### src/rtl/regbank_pkg.sv
package regbank_pkg;

  typedef enum logic [2:0] {
    RD_NONE,
    RD_STAT,
    RD_DIAG,
    RD_SUB,
    RD_CFG,
    RD_BANK
  } rdSrc_e;

  typedef struct packed {
    logic   cfgWr;
    logic   subWr;
    logic   bankWr;
    rdSrc_e rdSrc;
  } strobes_t;

  localparam int SLOT_NEXT_ID = 3;
  localparam int SLOT_SETUP1  = 2;
  localparam int CFG_SRST_BIT = 7;
  localparam int CFG_CHAIN_BIT = 6;
  localparam int CFG_TXEN_BIT = 5;

endpackage

### src/rtl/regbank_ctrl.sv
module regbank_ctrl
  import regbank_pkg::*;
#(
  parameter int ADDR_W    = 3,
  parameter int STAT_ADDR = 0,
  parameter int DIAG_ADDR = 1,
  parameter int SUB_ADDR  = 2,
  parameter int CFG_ADDR  = 6,
  parameter int DATA_ADDR = 7
) (
  input  logic              clk,
  input  logic              rstN,
  input  logic              cs,
  input  logic              rd,
  input  logic              wr,
  input  logic [ADDR_W-1:0] addr,
  output strobes_t          stb
);

  localparam logic [ADDR_W-1:0] A_STAT = ADDR_W'(STAT_ADDR);
  localparam logic [ADDR_W-1:0] A_DIAG = ADDR_W'(DIAG_ADDR);
  localparam logic [ADDR_W-1:0] A_SUB  = ADDR_W'(SUB_ADDR);
  localparam logic [ADDR_W-1:0] A_CFG  = ADDR_W'(CFG_ADDR);
  localparam logic [ADDR_W-1:0] A_DATA = ADDR_W'(DATA_ADDR);

  logic wrAcc;
  logic rdAcc;

  assign wrAcc = cs && wr;
  assign rdAcc = cs && rd;

  always_comb begin
    stb.cfgWr  = wrAcc && (addr == A_CFG);
    stb.subWr  = wrAcc && (addr == A_SUB);
    stb.bankWr = wrAcc && (addr == A_DATA);
    stb.rdSrc  = RD_NONE;
    if (rdAcc) begin
      unique case (addr)
        A_STAT:  stb.rdSrc = RD_STAT;
        A_DIAG:  stb.rdSrc = RD_DIAG;
        A_SUB:   stb.rdSrc = RD_SUB;
        A_CFG:   stb.rdSrc = RD_CFG;
        A_DATA:  stb.rdSrc = RD_BANK;
        default: stb.rdSrc = RD_NONE;
      endcase
    end
  end


  one_write_target_chk: assert property (@(posedge clk) disable iff (!rstN)
    $onehot0({stb.cfgWr, stb.subWr, stb.bankWr}));


  idle_no_read_chk: assert property (@(posedge clk) disable iff (!rstN)
    !(cs && rd) |-> (stb.rdSrc == RD_NONE));

endmodule

### src/rtl/regbank_dp.sv
module regbank_dp
  import regbank_pkg::*;
#(
  parameter int         DATA_W     = 8,
  parameter int         SUB_W      = 3,
  parameter logic [7:0] STATUS_RST = 8'h80,
  parameter int         BP_BIT     = 0
) (
  input  logic              clk,
  input  logic              rstN,
  input  strobes_t          stb,
  input  logic [DATA_W-1:0] wdata,
  input  logic [DATA_W-1:0] statSet,
  input  logic [DATA_W-1:0] diagSet,
  input  logic              txReq,
  input  logic              pulse1Req,
  input  logic              pulse2Req,
  output logic [DATA_W-1:0] rdata,
  output logic              txEnOut,
  output logic              pulse1Out,
  output logic              pulse2Out,
  output logic              chainEn
);

  localparam int NSLOT    = 1 << SUB_W;
  localparam int SHARED_W = SUB_W - 1;
  localparam int RSVD     = NSLOT - 1;
  localparam logic [DATA_W-1:0] STAT_INIT = DATA_W'(STATUS_RST);

  logic [DATA_W-1:SHARED_W] cfgUpper;
  logic [SHARED_W-1:0]      subLow;
  logic                     subTop;
  logic [SUB_W-1:0]         subSel;
  logic [DATA_W-1:0]        statusQ;
  logic [DATA_W-1:0]        diagQ;
  logic [DATA_W-1:0]        slotQ [NSLOT];
  logic                     softRstOn;
  logic                     txEnBit;
  logic                     backplane;

  assign subSel    = {subTop, subLow};
  assign softRstOn = cfgUpper[CFG_SRST_BIT];
  assign txEnBit   = cfgUpper[CFG_TXEN_BIT];
  assign chainEn   = cfgUpper[CFG_CHAIN_BIT];
  assign backplane = slotQ[SLOT_SETUP1][BP_BIT];

  // configuration upper bits: untouched by the software reset
  always_ff @(posedge clk or negedge rstN) begin
    if (!rstN)          cfgUpper <= '0;
    else if (stb.cfgWr) cfgUpper <= wdata[DATA_W-1:SHARED_W];
  end

  // shared low sub-address bits, written from either register
  always_ff @(posedge clk or negedge rstN) begin
    if (!rstN)                       subLow <= '0;
    else if (stb.cfgWr || stb.subWr) subLow <= wdata[SHARED_W-1:0];
  end

  // top sub-address bit: config write clears it
  always_ff @(posedge clk or negedge rstN) begin
    if (!rstN)          subTop <= 1'b0;
    else if (stb.cfgWr) subTop <= 1'b0;
    else if (stb.subWr) subTop <= wdata[SHARED_W];
  end

  always_ff @(posedge clk or negedge rstN) begin
    if (!rstN)          statusQ <= STAT_INIT;
    else if (softRstOn) statusQ <= STAT_INIT;
    else                statusQ <= statusQ | statSet;
  end

  always_ff @(posedge clk or negedge rstN) begin
    if (!rstN)          diagQ <= '0;
    else if (softRstOn) diagQ <= '0;
    else                diagQ <= diagQ | diagSet;
  end

  for (genvar g = 0; g < NSLOT; g++) begin : gSlot
    logic slotWr;
    assign slotWr = stb.bankWr && (subSel == SUB_W'(g));
    if (g == RSVD) begin : gRsvd
      assign slotQ[g] = '0;
    end else if (g == SLOT_NEXT_ID) begin : gNext
      always_ff @(posedge clk or negedge rstN) begin
        if (!rstN)          slotQ[g] <= '0;
        else if (softRstOn) slotQ[g] <= '0;
        else if (slotWr)    slotQ[g] <= wdata;
      end
    end else begin : gPlain
      always_ff @(posedge clk or negedge rstN) begin
        if (!rstN)       slotQ[g] <= '0;
        else if (slotWr) slotQ[g] <= wdata;
      end
    end
  end

  always_comb begin
    unique case (stb.rdSrc)
      RD_STAT: rdata = statusQ;
      RD_DIAG: rdata = diagQ;
      RD_SUB:  rdata = DATA_W'(subSel);
      RD_CFG:  rdata = {cfgUpper, subLow};
      RD_BANK: rdata = slotQ[subSel];
      default: rdata = '0;
    endcase
  end

  assign txEnOut   = txReq && txEnBit;
  assign pulse1Out = pulse1Req && (txEnBit || backplane);
  assign pulse2Out = pulse2Req && (txEnBit || backplane);


  subtop_clear_chk: assert property (@(posedge clk) disable iff (!rstN)
    stb.cfgWr |=> (subSel[SUB_W-1] == 1'b0));


  shared_low_chk: assert property (@(posedge clk) disable iff (!rstN)
    stb.subWr |=> (subLow == $past(wdata[SHARED_W-1:0])));


  softrst_hold_chk: assert property (@(posedge clk) disable iff (!rstN)
    softRstOn |=> (statusQ == STAT_INIT && diagQ == '0 && slotQ[SLOT_NEXT_ID] == '0));


  cfg_kept_chk: assert property (@(posedge clk) disable iff (!rstN)
    (softRstOn && !stb.cfgWr) |=> $stable(cfgUpper));


  rsvd_zero_chk: assert property (@(posedge clk) disable iff (!rstN)
    (stb.rdSrc == RD_BANK && subSel == SUB_W'(RSVD)) |-> (rdata == '0));


  txen_gate_chk: assert property (@(posedge clk) disable iff (!rstN)
    (stb.rdSrc == RD_CFG && !rdata[CFG_TXEN_BIT]) |-> !txEnOut);

endmodule

### src/rtl/subaddr_regbank.sv
module subaddr_regbank
  import regbank_pkg::*;
#(
  parameter int         DATA_W     = 8,
  parameter int         ADDR_W     = 3,
  parameter int         SUB_W      = 3,
  parameter logic [7:0] STATUS_RST = 8'h80
) (
  input  logic              clk,
  input  logic              rstN,
  input  logic              cs,
  input  logic              rd,
  input  logic              wr,
  input  logic [ADDR_W-1:0] addr,
  input  logic [DATA_W-1:0] wdata,
  output logic [DATA_W-1:0] rdata,
  input  logic [DATA_W-1:0] statSet,
  input  logic [DATA_W-1:0] diagSet,
  input  logic              txReq,
  input  logic              pulse1Req,
  input  logic              pulse2Req,
  output logic              txEnOut,
  output logic              pulse1Out,
  output logic              pulse2Out,
  output logic              chainEn
);

  strobes_t stb;

  regbank_ctrl #(
    .ADDR_W(ADDR_W)
  ) uCtrl (
    .clk  (clk),
    .rstN (rstN),
    .cs   (cs),
    .rd   (rd),
    .wr   (wr),
    .addr (addr),
    .stb  (stb)
  );

  regbank_dp #(
    .DATA_W    (DATA_W),
    .SUB_W     (SUB_W),
    .STATUS_RST(STATUS_RST)
  ) uDp (
    .clk      (clk),
    .rstN     (rstN),
    .stb      (stb),
    .wdata    (wdata),
    .statSet  (statSet),
    .diagSet  (diagSet),
    .txReq    (txReq),
    .pulse1Req(pulse1Req),
    .pulse2Req(pulse2Req),
    .rdata    (rdata),
    .txEnOut  (txEnOut),
    .pulse1Out(pulse1Out),
    .pulse2Out(pulse2Out),
    .chainEn  (chainEn)
  );

endmodule

### config.mk
export PLATFORM = sky130hd
export DESIGN_NAME = subaddr_regbank
export DESIGN_NICKNAME = d
export VERILOG_FILES = /design/src/rtl/regbank_pkg.sv /design/src/rtl/regbank_ctrl.sv /design/src/rtl/regbank_dp.sv /design/src/rtl/subaddr_regbank.sv
export SDC_FILE = /design/constraint.sdc
export NUM_CORES = 1
export LEC_CHECK = 0
export ABC_AREA = 1
export BUFFER_PORTS_ARGS = -buffer_cell sky130_fd_sc_hd__buf_2
export CAP_MARGIN = 20
export CORE_ASPECT_RATIO = 1.4
export CORE_MARGIN = 4
export CORE_UTILIZATION = 52
export CTS_CLUSTER_DIAMETER = 200
export DETAILED_ROUTE_END_ITERATION = 8
export PLACE_DENSITY_LB_ADDON = 0.12
export SLEW_MARGIN = 20
export SYNTH_ARGS = -nofsm -noshare
export SYNTH_HDL_FRONTEND = slang
export SYNTH_HIERARCHICAL = 1
export SYNTH_SLANG_ARGS = --single-unit
### constraint.sdc
create_clock -name clk -period 1.5 [get_ports clk]
set_clock_uncertainty 0.15 [all_clocks]
set_input_delay 0.3 -clock clk [delete_from_list [all_inputs] [get_ports clk]]
set_output_delay 0.3 -clock clk [all_outputs]
set_load 0.005 [all_outputs]
### After elaboration in Yosys (flattened, before gate mapping)

Index checks and enable logic that the tools add are counted.

| operators by class | value |
|---|---|
| $lt $le $gt $ge | 1 |
| muxes and demuxes | 12 |
| shift operators | 0 |
| equal/unequal tests | 15 |
| bitwise gates (word level) | 3 |
| divide/modulo/power cells | 0 |
| reduce and logical (&&, ||, !) cells | 21 |
| multipliers | 0 |
| add/subtract/negate cells | 0 |

Operator list:

| operator | number |
|---|---|
| 8-bit two-way mux | 6 |
| 8-bit one-hot mux with 5 select lines | 1 |
| 8-bit binary-select mux with 3-bit select | 1 |
| 3-bit equality test (second input constant) | 7 |
| 8-bit bitwise OR | 2 |
| 3-bit by 2-bit equality test with 1-bit output (second input constant) | 5 |
| 1-bit logical AND | 15 |
| 3-bit one-hot mux with 5 select lines | 1 |
| 3-bit by 1-bit equality test with 1-bit output (second input constant) | 3 |
| 3-bit logical NOT | 2 |
| 4-bit greater-or-equal comparator (second input constant) | 1 |
| 3-bit NOT with 4-bit output | 1 |
| 2-bit nonzero test | 2 |
| 3-bit two-way mux | 1 |
| 1-bit logical OR | 2 |
| 1-bit two-way mux | 2 |

| word-level totals | value |
|---|---|
| input port bits | 35 |
| bits in writable memories | 0 |
| memories | 0 |
| bits in latches | 0 |
| bits in registers | 81 |
| output and inout bits | 12 |
| logic and storage cells | 64 |
| bits in read-only memories | 0 |

### Depth between registers and ports, before layout

| depth | value |
|---|---|
| word-level depth | 5 |
| mapped depth | 11 |
| mapped depth without buffers | 11 |

### Hierarchy

The synthesis kept the hierarchy.

By module, submodules not included:

| module | area an instance (µm²) | times used | sequential area each (µm²) | cells each |
|---|---|---|---|---|
| regbank_dp | 3,841.2 | 1 | 2,028.2 | 502 |
| regbank_ctrl | 96.3 | 1 | 0.0 | 19 |

### Least setup slack after synthesis

No wires, ideal clock.

| path | value |
|---|---|
| kind | input to output |
| start point | input cs |
| end point | output rdata[2] |
| arrival | 1.222 ns |
| data required time | 1.050 ns |
| setup slack | -0.172 ns |
| stages | 11 |
| buffers on the path | 0 |
| path through | nand2_1 -> inv_1 -> nand2_1 -> nor2_1 -> inv_1 -> nand3_1 -> inv_1 -> nand2_1 -> o21ai_0 -> nor2_1 -> nand2_1 |

RTL lines:

| item | line | text |
|---|---|---|
| start, declared | subaddr_regbank.sv:11 | `input logic cs,` |
| end, declared | subaddr_regbank.sv:16 | `output logic [DATA_W-1:0] rdata,` |

### Final worst setup path

| path | value |
|---|---|
| start point | register uDp.subLow[0] |
| end point | output rdata[4] |

| on the way | value |
|---|---|
| word-level cells in the longest chain between the ends | 5 |

RTL lines:

| item | line | text |
|---|---|---|
| start, declared | regbank_dp.sv:31 | `logic [SHARED_W-1:0] subLow;` |
| start signal, assigned | regbank_dp.sv:56 | `else if (stb.cfgWr \|\| stb.subWr) subLow <= wdata[SHARED_W-1:0];` |
| 3-bit NOT with 4-bit output (implied by the code) | regbank_dp.sv:103 | `RD_BANK: rdata = slotQ[subSel];` |
| 8-bit binary-select mux with 3-bit select | regbank_dp.sv:103 |  |
| 8-bit two-way mux (implied by the code) (2 in series) | regbank_dp.sv:103 |  |
| 8-bit one-hot mux with 5 select lines | regbank_dp.sv:98 | `unique case (stb.rdSrc)` |

No other way between the ends. The select of a mux whose other input is x is not followed.

==> flow_metrics.py <==
metrics = {
    "status": {
        "status": "finished, violations left",
        "violations": "negative setup slack",
    },
    "clock_network": {
        "clk_latency_ps": 350,
        "clock_sinks": 81,
        "cts_root_buffer": "clkbuf_8",
        "cts_tree": "done",
        "htreeDepth": 3,
        "clk_pin_slew_worst_paths_ps": 80,
        "cts-buffers-inserted": 9,
        "clock_path_buffers": 2,
    },
    "timing": {
        "hold_viol_final": 0,
        "setup_tns_ps": -11150,
        "fin_ws_ps": -660,
        "worst_slew_pin_slew_ps": 370,
        "grt_setup_unrepaired": "yes",
        "fin_crit_ps": 2160,
        "maxSlewViolCount": 0,
        "relSlewSlack_pct": 75.3,
        "hold-worst-slack_ps": 4.92,
        "fin_crit_sh_pct": 144,
        "timing.fmax_mhz": 463,
        "setup_viol": 34,
    },
    "worst_setup_path": {
        "worstPathArrival_ps": 1710,
        "worstSetupStartpointType": "flop",
        "timing.rr.end": "uDp/slotQ[15]",
        "cp_max_fo": 6,
        "crit_type": "flop to output pin",
        "r2r_cells": 9,
        "crit_path_end_kind": "output pin",
        "required_ps": 1050,
        "reg2reg_from": "uDp/subLow[0]",
        "reg2reg_slack_ps": -280,
    },
    "floorplanning": {
        "die_h_um": 111,
        "io_pins": 47,
        "coreArea_um2": 7360,
        "die-area_um2": 9050,
        "num_rows": 37,
        "start_util_pct": 53.5,
        "fp.dieW_um": 81.5,
    },
    "detailed_routing": {
        "ant_nets": 0,
        "dr.pass1.iters": 5,
        "drt_iter0_markers": 234,
        "via_count": 3828,
        "avgRoutedWirePerCell_um": 15.7,
        "drt-vias-per-instance": 5.33,
        "wl_mm": 11.3,
        "drc": 0,
    },
    "yosys": {
        "ys_seq_area_share_pct": 51.5,
        "yosys.area_share.simple_pct": 30.3,
        "syn_avg_cell_area_um2": 7.56,
        "synth_compound_area_share_pct": 10.2,
        "netlist_instances": 521,
        "synth_xor_area_share_pct": 0,
        "synth_top_family_by_area": "simple AND/OR/NAND/NOR gates",
        "syn_nets": 556,
        "yosysTopAreaCellShare_pct": 50.8,
        "synth_area_um2": 3940,
        "synthMuxAreaShare_pct": 0,
        "synth_largest_area_cell": "dfrtp_1",
        "synth_cell_types": 24,
        "synth_seq_cells": 81,
        "synthTopCellsByArea": "dfrtp_1 51%, nand2_1 16%, nor2_1 7.0%, o21ai_1 6.1%, inv_1 4.3%",
        "synth_fa_ha_area_share_pct": 0,
        "synth-warning-count": 6,
    },
    "placed_design": {
        "dp_hpwl_mm": 7.58,
        "gp_congestion": 0.892,
        "port_buffers": 46,
        "place_ws_ps": -426,
        "dp_cells": 686,
    },
    "grt": {
        "grt_overflow": 0,
        "grt_max_degree": 36,
        "grt_pass1_wl_mm": 17.5,
        "antenna_found_initial": 0,
        "first_global_vias": 3739,
        "grt_use_total_pct": 25.2,
    },
    "cells_and_area": {
        "drive_above_1_share_pct": 33.0,
        "area_growth_pct": 36.8,
        "nets": 651,
        "instances_no_fill": 718,
        "final_common_cell": "nand2_1",
        "diodes": 0,
        "layout_common_cells": "139 x nand2_1, 78 x dfrtp_1, 63 x nor2_1",
    },
    "pwr": {
        "p_total_mw": 6.43,
        "p_leak_nw": 2.65,
        "power.density_nw_per_um2": 1190,
        "ir_worst_vdd_v": 0.000924,
    },
    "min_path": {
        "min_to": "uDp/diagQ[2]",
        "worstHoldStart": "diagSet[2]",
        "hold_depth": 3,
        "hold_path.class": "primary input to flop",
    },
    "job": {
        "max_cap_violations": 0,
    },
}
[power by group]
group          internal [mW]  switching [mW]  total [mW]
sequential              2.55           0.257        2.81
clock                  0.764           0.813        1.58
combinational          0.899            1.15        2.05
total                   4.22            2.22        6.43
[routing by layer]
| metal | wire [um] | up-vias | global-route usage (%) | part of all wire (%) |
|---|---|---|---|---|
| met2 | 5870 | 146 | 41.0 | 52 |
| met3 | 533 | 36 | 3.90 | 4.7 |
| li1 | - | 1832 | - | - |
| met1 | 4470 | 1814 | 31.9 | 40 |
| met4 | 409 | 0 | 12.5 | 3.6 |
| met5 | 0 | - | 0 | 0 |
[logic make-up (layout without fill, tap and decap cells)]
| kind of cell | count (synthesis) | in the layout |
|---|---|---|
| simple gates | 292 | 294 |
| flops | 81 | 81 |
| compound gates | 75 | 75 |
| buf+inv | 73 | 171 |
[synth_stat cells]
| master | count |
|---|---|
| nor2_2 | 2 |
| inv_1 | 45 |
| inv_2 | 9 |
| buf_2 | 7 |
| o21ai_2 | 1 |
| nor2_1 | 73 |
| nand2_2 | 6 |
| o21a_1 | 2 |
| nand4_1 | 1 |
| dfstp_2 | 1 |
| nor3_1 | 5 |
| clkbuf_1 | 3 |
| buf_4 | 9 |
| nand4_2 | 1 |
| nor3_2 | 3 |
| nand2_1 | 169 |
| nand3_1 | 32 |
| a21oi_1 | 2 |
| o21ai_0 | 12 |
| a211oi_1 | 1 |
| dfrtp_1 | 80 |
| o21ai_1 | 48 |
| a21oi_2 | 1 |
| o22ai_1 | 8 |
[cell type report]
| cell class | count | area, um2 |
|---|---|---|
| Sequential cell | 81 | 2030 |
| Multi-Input combinational cell | 369 | 2000 |
| Fill cell | 568 | 1970 |
| Timing Repair Buffer | 101 | 813 |
| Inverter | 54 | 223 |
| Clock buffer | 9 | 124 |
| Tap cell | 97 | 121 |
| Clock inverter | 7 | 71.3 |
[per-stage QoR]
step	util [%]	area (um2)
2_1_floorplan	-	4040
3_3_place_gp	63.1	4640
3_5_place_dp	63.1	4640
4_1_cts	68.0	5000
5_1_grt	73.2	5390
6_report	73.2	5390
[state kept, by name, summed over array words and instances (netlist names)]
| name | cells |
|---|---|
| uDp/diagQ | 8 |
| uDp/backplane | 1 |
| uDp/statusQ | 8 |
| uDp/subLow | 2 |
| uDp/slotQ | 55 |
| uDp/cfgUpper | 6 |
| uDp/subTop | 1 |
[worst max-delay path, cell delays in order, from the launching register on]
cell and delay [ps]:
dfrtp_2 480, clkinv_4 140, buf_4 170, nand3_1 90, nand2_1 80, nor2_1 110
nor2_1 40, nand2_1 80, nand2_1 50, buf_2 120
[worst max-delay path by stage]
| stage | start | endpoint | slack (ps) | cells after the start |
|---|---|---|---|---|
| 2_1_floorplan | cs | rdata[3] | -50 | 7 |
| 3_3_place_gp | cs | rdata[6] | -400 | 10 |
| 3_5_place_dp | addr[2] | rdata[1] | -430 | 12 |
| 4_1_cts | uDp/subLow[0] | rdata[0] | -570 | 9 |
| 5_1_grt | uDp/subLow[0] | rdata[4] | -740 | 9 |
| 6_report | uDp/subLow[0] | rdata[4] | -660 | 9 |
[what timing repair did]
action | in CTS | in global routing
pin swaps | 4 | 34
gates resized for setup | 21 | 75
cloned | 1 | 2
setup endpoints to repair | 42 | 64
hold buffers | 6 | 0
buffers inserted | 3 | 6
hold endpoints to repair | 85 | 0
No activity file was read; power rests on OpenSTA's default activity.
